## config.mk

```make
export PLATFORM = sky130hd
export DESIGN_NAME = dbgsc_bank
export DESIGN_NICKNAME = d
export VERILOG_FILES = /design/src/rtl/dbgsc_pkg.sv /design/src/rtl/dbgsc_shifter.sv /design/src/rtl/dbgsc_regfile.sv /design/src/rtl/dbgsc_mailbox.sv /design/src/rtl/dbgsc_bank.sv
export SDC_FILE = /design/constraint.sdc
export NUM_CORES = 1
export LEC_CHECK = 0
export BUFFER_PORTS_ARGS = -buffer_cell sky130_fd_sc_hd__buf_4
export CAP_MARGIN = 20
export CORE_MARGIN = 2
export CORE_UTILIZATION = 60
export CTS_CLUSTER_DIAMETER = 80
export CTS_CLUSTER_SIZE = 10
export DETAILED_ROUTE_END_ITERATION = 10
export GPL_TIMING_DRIVEN = 0
export PLACE_DENSITY = 0.81
export SYNTH_ARGS = -nofsm -noshare
export SYNTH_HDL_FRONTEND = slang
export SYNTH_HIERARCHICAL = 1
export SYNTH_SLANG_ARGS = --single-unit
```

## constraint.sdc

```tcl
create_clock -name clk -period 5.3 [get_ports clk]
set_input_delay 0.53 -clock clk [delete_from_list [all_inputs] [get_ports clk]]
set_output_delay 0.53 -clock clk [all_outputs]
set_load 0.05 [all_outputs]
```

## src/rtl/dbgsc_pkg.sv

```systemverilog
package dbgsc_pkg;
   localparam int ADDR_W     = 5;
   localparam int WATCH_REGS = 6;
   localparam logic [ADDR_W-1:0] A_CTRL  = 5'h00;
   localparam logic [ADDR_W-1:0] A_STAT  = 5'h01;
   localparam logic [ADDR_W-1:0] A_VEC   = 5'h02;
   localparam logic [ADDR_W-1:0] A_MBSTS = 5'h04;
   localparam logic [ADDR_W-1:0] A_MBDAT = 5'h05;
endpackage

```

## src/rtl/dbgsc_shifter.sv

```systemverilog
module dbgsc_shifter
   import dbgsc_pkg::*;
#(
   parameter int DATA_W = 32
) (
   input  logic              clk,
   input  logic              rst_n,
   input  logic              cap_en,
   input  logic              shift_en,
   input  logic              upd_en,
   input  logic              tdi,
   input  logic [DATA_W-1:0] cap_data,
   output logic              tdo,
   output logic              upd_wr,
   output logic [ADDR_W-1:0] upd_addr,
   output logic [DATA_W-1:0] upd_data,
   output logic [ADDR_W-1:0] rd_addr
);
   localparam int CH_W  = DATA_W + ADDR_W + 1;
   localparam int DIR_B = CH_W - 1;

   logic [CH_W-1:0] chain;
   logic            upd_go;

   assign upd_go   = upd_en && !cap_en && !shift_en;
   assign upd_wr   = upd_go && chain[DIR_B];
   assign upd_addr = chain[DATA_W +: ADDR_W];
   assign upd_data = chain[DATA_W-1:0];
   assign tdo      = chain[0];

   always_ff @(posedge clk or negedge rst_n) begin
      if (!rst_n) begin
         chain <= '0;
      end else if (cap_en) begin
         chain[DATA_W-1:0] <= cap_data;
      end else if (shift_en) begin
         chain <= {tdi, chain[CH_W-1:1]};
      end
   end

   always_ff @(posedge clk or negedge rst_n) begin
      if (!rst_n)
         rd_addr <= '0;
      else if (upd_go && !chain[DIR_B])
         rd_addr <= chain[DATA_W +: ADDR_W];
   end

   // serial input lands in the direction bit after one shift
   p_shift_in_r1: assert property (@(posedge clk) disable iff (!rst_n)
      (shift_en && !cap_en) |=> (chain[DIR_B] == $past(tdi)));
   // read update selects the scanned address
   p_rd_select_r2: assert property (@(posedge clk) disable iff (!rst_n)
      (upd_go && !chain[DIR_B]) |=> (rd_addr == $past(upd_addr)));
   // write update keeps the selection
   p_wr_keeps_sel_r2: assert property (@(posedge clk) disable iff (!rst_n)
      upd_wr |=> $stable(rd_addr));
endmodule

```

## src/rtl/dbgsc_regfile.sv

```systemverilog
module dbgsc_regfile
   import dbgsc_pkg::*;
#(
   parameter int DATA_W    = 32,
   parameter int CTRL_W    = 6,
   parameter int STAT_W    = 5,
   parameter int MON_BIT   = 4,
   parameter int NUM_WATCH = 2
) (
   input  logic              clk,
   input  logic              rst_n,
   input  logic              wr_en,
   input  logic [ADDR_W-1:0] wr_addr,
   input  logic [DATA_W-1:0] wr_data,
   input  logic [ADDR_W-1:0] rd_addr,
   output logic [DATA_W-1:0] rd_data,
   output logic              mon_en
);
   localparam int SLOT_W = $clog2(WATCH_REGS);

   if (NUM_WATCH < 1 || NUM_WATCH > 2) begin : g_bad_watch
      $error("NUM_WATCH must be 1 or 2");
   end
   if (CTRL_W > DATA_W || STAT_W > DATA_W || MON_BIT >= CTRL_W) begin : g_bad_width
      $error("control/status widths do not fit");
   end

   logic [CTRL_W-1:0] ctrl_q;
   logic [STAT_W-1:0] stat_q;
   logic [DATA_W-1:0] vec_q;
   logic [NUM_WATCH-1:0]        unit_hit;
   logic [NUM_WATCH*DATA_W-1:0] unit_rd;

   always_ff @(posedge clk or negedge rst_n) begin
      if (!rst_n) begin
         ctrl_q <= '0;
         stat_q <= '0;
         vec_q  <= '0;
      end else if (wr_en) begin
         if (wr_addr == A_CTRL) ctrl_q <= wr_data[CTRL_W-1:0];
         if (wr_addr == A_STAT) stat_q <= wr_data[STAT_W-1:0];
         if (wr_addr == A_VEC)  vec_q  <= wr_data;
      end
   end

   assign mon_en = ctrl_q[MON_BIT];

   for (genvar u = 0; u < NUM_WATCH; u++) begin : g_unit
      logic [DATA_W-1:0] slot [WATCH_REGS];
      logic              wsel;
      logic              rsel;
      localparam logic [1:0] UNIT_TAG = 2'(u + 1);

      assign wsel = (wr_addr[4:3] == UNIT_TAG) && (wr_addr[2:0] < 3'(WATCH_REGS));
      assign rsel = (rd_addr[4:3] == UNIT_TAG) && (rd_addr[2:0] < 3'(WATCH_REGS));

      always_ff @(posedge clk or negedge rst_n) begin
         if (!rst_n) begin
            for (int k = 0; k < WATCH_REGS; k++) slot[k] <= '0;
         end else if (wr_en && wsel) begin
            slot[wr_addr[SLOT_W-1:0]] <= wr_data;
         end
      end

      assign unit_hit[u] = rsel;
      assign unit_rd[u*DATA_W +: DATA_W] = rsel ? slot[rd_addr[SLOT_W-1:0]] : '0;
   end

   always_comb begin
      rd_data = '0;
      case (rd_addr)
         A_CTRL:  rd_data = DATA_W'(ctrl_q);
         A_STAT:  rd_data = DATA_W'(stat_q);
         A_VEC:   rd_data = vec_q;
         default: rd_data = '0;
      endcase
      for (int u = 0; u < NUM_WATCH; u++)
         if (unit_hit[u]) rd_data = unit_rd[u*DATA_W +: DATA_W];
   end

   // monitor enable follows the written control bit
   p_mon_follow_r7: assert property (@(posedge clk) disable iff (!rst_n)
      (wr_en && wr_addr == A_CTRL) |=> (mon_en == $past(wr_data[MON_BIT])));
endmodule

```

## src/rtl/dbgsc_mailbox.sv

```systemverilog
module dbgsc_mailbox #(
   parameter int DATA_W = 32
) (
   input  logic              clk,
   input  logic              rst_n,
   input  logic              host_put,
   input  logic [DATA_W-1:0] host_data,
   input  logic              host_take,
   input  logic              core_wr,
   input  logic [DATA_W-1:0] core_wdata,
   input  logic              core_rd,
   output logic [DATA_W-1:0] h2c_word,
   output logic [DATA_W-1:0] c2h_word,
   output logic              h2c_full,
   output logic              c2h_full
);
   always_ff @(posedge clk or negedge rst_n) begin
      if (!rst_n) begin
         h2c_word <= '0;
         h2c_full <= 1'b0;
      end else begin
         if (host_put) h2c_word <= host_data;
         if (core_rd)       h2c_full <= 1'b0;
         else if (host_put) h2c_full <= 1'b1;
      end
   end

   always_ff @(posedge clk or negedge rst_n) begin
      if (!rst_n) begin
         c2h_word <= '0;
         c2h_full <= 1'b0;
      end else begin
         if (core_wr) c2h_word <= core_wdata;
         if (core_wr)        c2h_full <= 1'b1;
         else if (host_take) c2h_full <= 1'b0;
      end
   end

   // host write fills the word and raises R
   p_rflag_set_r5: assert property (@(posedge clk) disable iff (!rst_n)
      (host_put && !core_rd) |=> (h2c_full && h2c_word == $past(host_data)));
   // consuming capture drops W
   p_consume_r6: assert property (@(posedge clk) disable iff (!rst_n)
      (host_take && !core_wr) |=> !c2h_full);
   // core read wins on R
   p_core_rd_wins_r9: assert property (@(posedge clk) disable iff (!rst_n)
      core_rd |=> !h2c_full);
   // core write wins on W
   p_core_wr_wins_r9: assert property (@(posedge clk) disable iff (!rst_n)
      core_wr |=> c2h_full);
endmodule

```

## src/rtl/dbgsc_bank.sv

```systemverilog
module dbgsc_bank
   import dbgsc_pkg::*;
#(
   parameter int         DATA_W    = 32,
   parameter logic [3:0] VERSION   = 4'd1,
   parameter int         NUM_WATCH = 2
) (
   input  logic              clk,
   input  logic              rst_n,
   input  logic              cap_en,
   input  logic              shift_en,
   input  logic              upd_en,
   input  logic              tdi,
   output logic              tdo,
   input  logic              core_wr,
   input  logic [DATA_W-1:0] core_wdata,
   input  logic              core_rd,
   output logic [DATA_W-1:0] core_rdata,
   output logic              h2c_full,
   output logic              c2h_full,
   output logic              mon_en
);
   if (DATA_W < 8) begin : g_bad_data
      $error("DATA_W too small for the version field");
   end

   logic              upd_wr;
   logic [ADDR_W-1:0] upd_addr;
   logic [DATA_W-1:0] upd_data;
   logic [ADDR_W-1:0] rd_addr;
   logic [DATA_W-1:0] cap_data;
   logic [DATA_W-1:0] rf_rd;
   logic [DATA_W-1:0] c2h_word;
   logic [DATA_W-1:0] mb_status;
   logic              host_put;
   logic              host_take;

   dbgsc_shifter #(.DATA_W(DATA_W)) i_shift (
      .clk(clk), .rst_n(rst_n), .cap_en(cap_en), .shift_en(shift_en),
      .upd_en(upd_en), .tdi(tdi), .cap_data(cap_data), .tdo(tdo),
      .upd_wr(upd_wr), .upd_addr(upd_addr), .upd_data(upd_data),
      .rd_addr(rd_addr)
   );

   dbgsc_regfile #(.DATA_W(DATA_W), .NUM_WATCH(NUM_WATCH)) i_regs (
      .clk(clk), .rst_n(rst_n), .wr_en(upd_wr), .wr_addr(upd_addr),
      .wr_data(upd_data), .rd_addr(rd_addr), .rd_data(rf_rd), .mon_en(mon_en)
   );

   assign host_put  = upd_wr && (upd_addr == A_MBDAT);
   assign host_take = cap_en && (rd_addr == A_MBDAT);

   dbgsc_mailbox #(.DATA_W(DATA_W)) i_mbox (
      .clk(clk), .rst_n(rst_n), .host_put(host_put), .host_data(upd_data),
      .host_take(host_take), .core_wr(core_wr), .core_wdata(core_wdata),
      .core_rd(core_rd), .h2c_word(core_rdata), .c2h_word(c2h_word),
      .h2c_full(h2c_full), .c2h_full(c2h_full)
   );

   always_comb begin
      mb_status = '0;
      mb_status[0] = h2c_full;
      mb_status[1] = c2h_full;
      mb_status[DATA_W-1 -: 4] = VERSION;
   end

   always_comb begin
      case (rd_addr)
         A_MBSTS: cap_data = mb_status;
         A_MBDAT: cap_data = c2h_word;
         default: cap_data = rf_rd;
      endcase
   end

   // status capture leaves both flags untouched
   p_status_quiet_r4: assert property (@(posedge clk) disable iff (!rst_n)
      (cap_en && rd_addr == A_MBSTS && !core_wr && !core_rd && !upd_en)
      |=> ($stable(c2h_full) && $stable(h2c_full)));
endmodule

```

* After elaboration in Yosys (flattened, before gate mapping) *
Cells that the tools add are included.

storage, ports and cells
  bits in latches = 0
  word-level logic and storage cells = 86
  memories = 0
  bits in writable memories = 0
  output and inout bits = 36
  memory bits (read-only) = 0
  bits of input ports = 40
  register bits after elaboration = 536

operators by class
  shifts and indexed selects = 0
  equality and inequality tests = 11
  multiplexer cells = 20
  div/mod/pow operators = 0
  multiply operators = 0
  order comparisons = 5
  bitwise operators = 3
  reductions and logical operators = 25
  $add $sub $neg = 0

operators with widths
  operator                                                                       count
  192-bit bitwise mux                                                            2
  32-bit two-way mux                                                             9
  32-bit binary-select mux with 3-bit select                                     2
  32-bit demux with 3-bit select                                                 1
  32-bit one-hot mux with 3 select lines                                         1
  32-bit one-hot mux with 2 select lines                                         1
  5-bit by 3-bit == test with 1-bit output (second input constant)               3
  1-bit logical AND                                                              13
  5-bit by 1-bit == test with 1-bit output (second input constant)               2
  5-bit by 2-bit == test with 1-bit output (second input constant)               2
  5-bit zero test                                                                2
  4-bit >= comparator (second input constant)                                    2
  3-bit NOT with 4-bit output                                                    2
  2-bit AND reduction                                                            4
  3-bit less-than comparator (second input constant)                             2
  2-bit nonzero test                                                             3
  2-bit by 1-bit == test with 1-bit output (second input constant)               2
  2-bit == test (second input constant)                                          2
  4-bit by 1-bit less-than comparator with 1-bit output (second input constant)  1
  1-bit two-way mux                                                              4
  1-bit zero test                                                                3
  1-bit NOT                                                                      1

* Longest topological paths before layout *
Gate-level depths: netlist of the first run.

  depth in word-level cells = 8
  gate-level depth with buffers = 12
  depth with buffers taken out = 8

* Hierarchy *
Netlist of the first run, hierarchy kept.

modules (own cells, without submodules)
  module         instances  sequential area each (µm²)  area each (µm²)  cells each
  dbgsc_regfile  1          10685.2                     19612.6          1386
  dbgsc_mailbox  1          1651.6                      2751.4           142
  dbgsc_shifter  1          1076.0                      2189.6           202
  dbgsc_bank     1          0.0                         668.1            104

* Worst setup path after synthesis of the first run *
Ideal clock, no wire load.

  path kind = input to register
  start = in shift_en
  end = reg i_regs/g_unit[1].slot[65] in the netlist's numbering
  library setup time = 0.128 ns
  slack = 2.571 ns
  data required time = 5.172 ns
  stages on the path = 9
  arrival = 2.601 ns
  buffers on the path = 4
  cell sequence = buf_6 buf_4 nor4bb_1 nand2_1 nor3_1 and3_1 clkbuf_1 buf_4 mux2_1

between the ends
  longest elaborated chain between the ends = 4

RTL lines
  element                         RTL line             text
  start: declaration              dbgsc_bank.sv:11     input logic shift_en,
  1-bit zero test                 dbgsc_shifter.sv:25  assign upd_go = upd_en && !cap_en && !shift_en;
  1-bit logical AND               dbgsc_shifter.sv:25
  1-bit logical AND               dbgsc_shifter.sv:26  assign upd_wr = upd_go && chain[DIR_B];
  via upd_wr                      dbgsc_bank.sv:27     logic upd_wr;
  1-bit logical AND               dbgsc_regfile.sv:60  end else if (wr_en && wsel) begin
  end signal: indexed assignment  dbgsc_regfile.sv:61  slot[wr_addr[SLOT_W-1:0]] <= wr_data;
  end: declaration                dbgsc_regfile.sv:49  logic [DATA_W-1:0] slot [WATCH_REGS];

The timed path passes the listed nets, and every way through them passes these cells.
A chain may end at the register's enable or synchronous reset.

* Worst setup path after layout of the first run *
  start = reg i_shift.chain[37]
  end = reg i_regs/g_unit[0].slot[33] in the netlist's numbering

between the ends
  longest elaborated chain between the ends = 2

RTL lines
  element                           RTL line             text
  start: declaration                dbgsc_shifter.sv:22  logic [CH_W-1:0] chain;
  start signal: indexed assignment  dbgsc_shifter.sv:35  chain[DATA_W-1:0] <= cap_data;
  start signal: assignment          dbgsc_shifter.sv:37  chain <= {tdi, chain[CH_W-1:1]};
  1-bit logical AND                 dbgsc_shifter.sv:26
  via upd_wr                        dbgsc_bank.sv:27
  1-bit logical AND                 dbgsc_regfile.sv:60
  end signal: indexed assignment    dbgsc_regfile.sv:61
  end: declaration                  dbgsc_regfile.sv:49

The timed path passes the listed nets, and every way through them passes these cells.

==> results.json, run 1 <==
{
  "clk_pin_slew_ns": 0.06,
  "start_kind": "register",
  "grt_max_degree": 120,
  "p_sw_share_pct": 34.94,
  "wl_per_cell_um": 27.25,
  "htreeDepth": 2,
  "grt_pass1_vias": 17600,
  "cts_buffer_depth": 3,
  "drive_above_1_share_pct": 24.00,
  "core_area_mm2": 0.04176,
  "fp.dieH_um": 209.0,
  "clock-sinks": 536,
  "drtIter0Drc": 1557,
  "dp.cells": 2451,
  "postCtsSetupRepairBufs": 0,
  "power.switching_mw": 4.246,
  "power_frac_comb_pct": 30.9,
  "setup_viol": 0,
  "rsz0062_at_grt": "no",
  "max_clock_freq_ghz": 0.2931,
  "crit_path_max_fanout": 10,
  "worstHoldStart": "core_rd",
  "min_period_ns": 3.411,
  "yosysWarnings": 6,
  "yosysTopAreaCell": "dfrtp_1",
  "synth_edf_count": 0,
  "clock-skew-final_ns": 0.02178,
  "internal_power_mw": 7.907,
  "yosysUniqueCellTypes": 57,
  "clkLatencyLatePin_ns": 0.62,
  "place_ws_ns": 1.654,
  "grt_usage_pct": 32.20,
  "cts_resized": 0,
  "multi_input_area_mm2": 0.01056,
  "synthFlopType": "dfrtp_1",
  "boundaryPins": 76,
  "syn_nets": 1874,
  "yosysTopAreaCellShare_pct": 53.18,
  "path_class": "reg -> reg",
  "place_congestion": 0.9300,
  "post_drt_via_cell_ratio": 6.414,
  "initial_core_util_pct": 60.40,
  "worstPathRequired_ns": 5.79,
  "slew_violations": 0,
  "stdcell_count": 2514,
  "final_util_pct": 67.42,
  "dp_hpwl_um": 45470,
  "path_cells": "nor4bb_1 > nand4b_1 > nor3_1 > buf_2 > mux2_2",
  "finalHoldViolCount": 0,
  "fin_ws_ns": 1.889,
  "grt_pass1_wl_um": 105400,
  "diodes": 0,
  "synth_cells": 1834,
  "syn_avg_cell_area_um2": 13.75,
  "dr.pass1.iters": 5,
  "cp_num_buf_inv": 1,
  "yosys-top-cells-area": "dfrtp_1 (53%), mux2_1 (15%), mux2i_1 (7.2%)",
  "critPathTopFamily": "simple AND/OR/NAND/NOR gates",
  "max_slew_margin_pct": 25.45,
  "syn2layout_area_growth_pct": 11.63,
  "cts_root_buf": "clkbuf_16",
  "p_seq_share_pct": 39.9,
  "syn_area_mm2": 0.02522,
  "leakage_nw": 13.97,
  "cts_tree": "done",
  "fin_nets": 2014,
  "tightest_slew_ns": 1.118,
  "rows": 75,
  "crit-reg2reg-launch": "i_shift/chain[37]",
  "crit_arrival_ns": 3.90,
  "vias": 16130,
  "powerDensity_mw_per_mm2": 431.6,
  "drv_cap": 0,
  "hold_buffers": 1,
  "overflow": 0,
  "ys_seq_elements": 536,
  "startpoint": "i_shift/chain[37]",
  "routed_wl_um": 68510,
  "async_flop_share_pct": 100.0,
  "slowest_delay_ns": 0.87,
  "portBuffers": 73,
  "min_period_over_period_pct": 64.36,
  "p_clk_share_pct": 29.2,
  "r2r_setup_slack_ns": 1.89,
  "ir_drop_mv": 0.2294,
  "status": "complete, no violations",
  "slowest_stage": "nor3_1",
  "fill_cells": 2827,
  "yosysSeqAreaShare_pct": 53.18,
  "drt.antenna.violating_nets": 0,
  "dieWidth_um": 209.0,
  "seq_area_mm2": 0.01341,
  "die-area_mm2": 0.04369,
  "min_path_type": "in -> reg",
  "cts-buffers-inserted": 59,
  "antenna_found_initial": 0,
  "drc": 0,
  "end_kind": "register"
}
worst paths after layout:
check / to / cells past startpoint
worst min-delay path: i_mbox/h2c_full / 2
worst max register to register: i_regs/g_unit[0].slot[33] / 5
max in group asynchronous: i_regs/stat_q[3] / 6
worst min register to register: i_regs/g_unit[1].slot[93] / 1
worst max-delay path: i_regs/g_unit[0].slot[33] / 5
min in group asynchronous: i_regs/g_unit[1].slot[18] / 2
state kept, by name (all words and copies together) (netlist names):
| signal | cells |
|---|---|
| i_shift/rd_addr | 5 |
| i_mbox/h2c_word | 32 |
| i_mbox/c2h_word | 32 |
| i_regs/vec_q | 32 |
| i_mbox/h2c_full | 1 |
| i_regs/stat_q | 5 |
| i_regs/g_unit.slot | 384 |
| i_regs/ctrl_q | 6 |
| i_shift/chain | 38 |
| i_mbox/c2h_full | 1 |
layout by cell type, fill, tap and decap left out, types with 29 or more instances in the layout:
master     Yosys  final
mux2_4        58     58
mux2_1       329    329
dfrtp_1      536    536
nand2_1       77     77
buf_4         56    128
clkbuf_1      63     63
mux2i_1      182    182
o21ai_0       36     36
mux4_2        30     30
buf_2         39     39
clkbuf_16      0     61
inv_1         34     34
a211oi_1      29     29
mux2_2       128    128
nor2_1        58     58
power groups by stage:
stage | combinational, mW | sequential, mW | clock, mW
2_1_floorplan | 2.32 | 4.85 | 0
3_3_place_gp | 3.55 | 4.86 | 0
3_5_place_dp | 3.65 | 4.90 | 0
4_1_cts | 3.68 | 4.83 | 3.60
5_1_grt | 3.94 | 4.88 | 3.75
6_report | 3.76 | 4.85 | 3.55
cell usage after synthesis, types with 34 or more instances:
master and n:
mux2_1 329, buf_4 56, mux2_4 58, dfrtp_1 536, inv_1 34, mux2i_1 182, o21ai_0 36, nand2_1 77
buf_2 39, clkbuf_1 63, mux2_2 128, nor2_1 58
cell families after synthesis:
logic type / count (synthesis) / share of synthesized area, %
simple gates: 177 / 3.393
flops: 536 / 53.18
compound gates: 174 / 4.713
mux: 727 / 33.76
buf+inv: 220 / 4.956
cell type report:
class	instances	share of cell area [%]
timing repair buffer	79	2.497
buffer	185	3.973
clock inverter	1	0.1067
tap	539	2.395
inverter	35	0.4666
clock buffer	61	5.421
multi-input combinational	1078	37.50
sequential	536	47.64
layer usage:
layer | track usage, % | wire [um] | share of wire (%) | vias to the layer above
met5 | 0 | 0 | 0 | -
met4 | 14.43 | 3103 | 4.5 | 0
met3 | 8.416 | 5987 | 8.7 | 207
met2 | 52.10 | 32790 | 48 | 760
met1 | 41.08 | 26630 | 39 | 8364
li1 | - | - | - | 6795
worst register-to-register path: stages (launching register included):
cell and delay [ns]:
dfrtp_1 0.45, nor4bb_1 0.76, nand4b_1 0.29, nor3_1 0.87, buf_2 0.52, mux2_2 0.40
metrics by stage:
stage                     cell area [um^2]  setup TNS (ns)  total power, mW  hold slack (ns)
after floorplan                      25220               0            7.167           0.2344
after global placement               26440         -884.07            8.409           0.4620
after detailed placement             26590               0            8.543           0.4729
after CTS                            28160               0            12.11          0.05638
after global routing                 28160               0            12.58          0.06215
final                                28160               0            12.15          0.07051
Power figures use the tool's default switching activity.
==> run 2, diff against run 1 <==
Settings changed: ABC_AREA set to 1.
Clock period 5.3 ns to 3.27 ns, I/O delays scaled along.
==> results.json, run 2 <==
{
  "dp_hpwl_um": 60480,
  "cts_resized": 0,
  "vias": 22760,
  "synth_cells": 3179,
  "grt_usage_pct": 38.05,
  "syn_area_mm2": 0.02498,
  "rows": 74,
  "clock-skew-final_ns": 0.02976,
  "diodes": 0,
  "r2r_setup_slack_ns": 0.27,
  "place_ws_ns": 0.3451,
  "setup_viol": 0,
  "min_path_type": "in -> reg",
  "syn2layout_area_growth_pct": 13.18,
  "clkLatencyLatePin_ns": 0.63,
  "cts_buffer_depth": 3,
  "fill_cells": 3297,
  "die-area_mm2": 0.04329,
  "mostFrequentLayoutCells": "nand2_1 (1,114), dfrtp_1 (536), nand3_1 (318), o21ai_0 (281), inv_1 (213)",
  "syn_nets": 3219,
  "core_area_mm2": 0.04092,
  "clk_pin_slew_ns": 0.06,
  "fin_ws_ns": 0.2671,
  "drive_above_1_share_pct": 9.586,
  "p_sw_share_pct": 35.49,
  "grt_max_degree": 107,
  "drt.antenna.violating_nets": 0,
  "wl_per_cell_um": 20.82,
  "p_seq_share_pct": 41.8,
  "grt_util_met2_pct": 57.92,
  "top_usage_layer": "met2",
  "post_drt_via_cell_ratio": 5.848,
  "internal_power_mw": 11.77,
  "slew_violations": 0,
  "portBuffers": 74,
  "yosysUniqueCellTypes": 29,
  "hold_buffers": 39,
  "power.switching_mw": 6.476,
  "grt_pass1_vias": 22130,
  "synthFlopType": "dfrtp_1",
  "ys_seq_elements": 536,
  "drtIter0Drc": 3385,
  "hold_depth": 3,
  "synth_edf_count": 0,
  "min_period_over_period_pct": 91.83,
  "cts-buffers-inserted": 59,
  "largest_register_ffs": 384,
  "dr.pass1.iters": 5,
  "htreeDepth": 2,
  "r2r_cells": 15,
  "dieWidth_um": 208.1,
  "regMostFlops": "i_regs/g_unit.slot",
  "clock-sinks": 536,
  "async_flop_share_pct": 100.0,
  "overflow": 0,
  "synthTopCellsByCount": "nand2_1 (1,114), dfrtp_1 (536), nand3_1 (318), o21ai_0 (281), inv_1 (213)",
  "crit_path_max_fanout": 10,
  "path_class": "reg -> reg",
  "max_clock_freq_ghz": 0.3330,
  "yosys-top-cells-area": "dfrtp_1 (54%), nand2_1 (17%), nand3_1 (6.4%)",
  "met1_usage_pct": 51.46,
  "yosysSeqAreaShare_pct": 53.69,
  "r2r_end": "i_shift/chain[28]",
  "boundaryPins": 76,
  "worstPathRequired_ns": 3.81,
  "seq_area_mm2": 0.01341,
  "cts_tree": "done",
  "multi_input_area_mm2": 0.009356,
  "drv_cap": 0,
  "yosysWarnings": 6,
  "grt_pass1_wl_um": 126600,
  "initial_core_util_pct": 61.05,
  "final_util_pct": 69.09,
  "p_clk_share_pct": 31.5,
  "status": "complete, no violations",
  "place_congestion": 0.9633,
  "end_kind": "register",
  "max_slew_margin_pct": 29.72,
  "post-synth-top-count-cell": "nand2_1",
  "powerDensity_mw_per_mm2": 645.4,
  "yosysTopAreaCellShare_pct": 53.69,
  "min_period_ns": 3.003,
  "drc": 0,
  "crit-reg2reg-launch": "i_shift/rd_addr[2]",
  "rsz0062_at_grt": "no",
  "crit_arrival_ns": 3.55,
  "fin_nets": 3398,
  "fp.dieH_um": 208.1,
  "postCtsSetupRepairBufs": 0,
  "finalHoldViolCount": 0,
  "worstHoldStart": "upd_en",
  "syn_avg_cell_area_um2": 7.859,
  "min_to": "i_shift/rd_addr[1]",
  "ir_drop_mv": 0.4009,
  "top_regs": "i_regs/g_unit.slot: 384 flops, i_shift/chain: 38 flops",
  "met3_usage_pct": 10.78,
  "yosysTopAreaCell": "dfrtp_1",
  "start_kind": "register",
  "power_frac_comb_pct": 26.7,
  "routed_wl_um": 81000,
  "leakage_nw": 13.94,
  "final_common_cell": "nand2_1",
  "cts_root_buf": "clkbuf_16",
  "antenna_found_initial": 0,
  "tightest_slew_ns": 1.050
}
-- run 2: cells by family after synthesis --
family	count (synthesis)	synth area share, %
DFF	536	53.69
buffers and inverters	490	8.864
AOI/OAI and AO/OA	484	9.696
and+or+nand+nor	1669	27.75
-- run 2: stage by stage --
| stage | instances | TNS, ns | hold WS, ns | power, mW | instance area (um^2) |
|---|---|---|---|---|---|
| floorplan | 3179 | 0 | 0.03141 | 10.47 | 24980 |
| global placement | 3785 | -1923.79 | 0.4592 | 12.19 | 26210 |
| detailed placement | 3790 | 0 | 0.3030 | 12.35 | 26350 |
| CTS | 3891 | 0 | 0.005232 | 18.12 | 28280 |
| global route | 3891 | 0 | 0.01733 | 19.01 | 28280 |
| finish | 3891 | 0 | 0.02681 | 18.25 | 28280 |
-- run 2: worst max path at each step --
stage | from | endpoint | slack [ns] | depth (start not counted)
after floorplan | cap_en | i_regs/vec_q[22] | 1.20 | 12
after global placement | rst_n | i_regs/g_unit[0].slot[25] | -3.66 | 1
after detailed placement | cap_en | i_regs/g_unit[1].slot[78] | 0.35 | 13
after CTS | i_shift/rd_addr[2] | i_shift/chain[28] | 0.43 | 15
after global routing | i_shift/rd_addr[2] | i_shift/chain[22] | 0.13 | 13
final | i_shift/rd_addr[2] | i_shift/chain[28] | 0.27 | 15
-- run 2: final cells by class --
| type | count | share of cell area (%) |
|---|---|---|
| Clock inverter | 3 | 0.2080 |
| Sequential cell | 536 | 47.44 |
| Tap cell | 532 | 2.354 |
| Clock buffer | 59 | 5.221 |
| Buffer | 266 | 4.823 |
| Multi-Input combinational cell | 2153 | 33.09 |
| Inverter | 224 | 3.009 |
| Timing Repair Buffer | 118 | 3.859 |
-- run 2: power by group through the flow --
stage          Clock [mW]  Combinational (mW)  Sequential [mW]
4_1_cts              5.81                4.70             7.61
2_1_floorplan           0                2.80             7.67
3_3_place_gp            0                4.50             7.69
5_1_grt              6.07                5.25             7.69
3_5_place_dp            0                4.63             7.72
6_report             5.74                4.88             7.63
-- run 2: worst max-delay path, stage by stage (launching register included) --
cell	delay, ns
dfrtp_1	0.40
clkbuf_1	0.25
nand2_1	0.13
inv_1	0.06
nor2_1	0.79
buf_2	0.42
nand2_1	0.10
inv_1	0.12
nand2_1	0.06
nand3_1	0.18
inv_1	0.06
nand2_1	0.06
o21ai_0	0.07
inv_1	0.06
nand2_1	0.05
nand3_1	0.11
-- run 2: per-layer routing --
metal	up-vias	part of all wire, %
met4	0	4.5
met1	10930	39
met3	221	12
met5	-	0
met2	1197	45
li1	10410	-
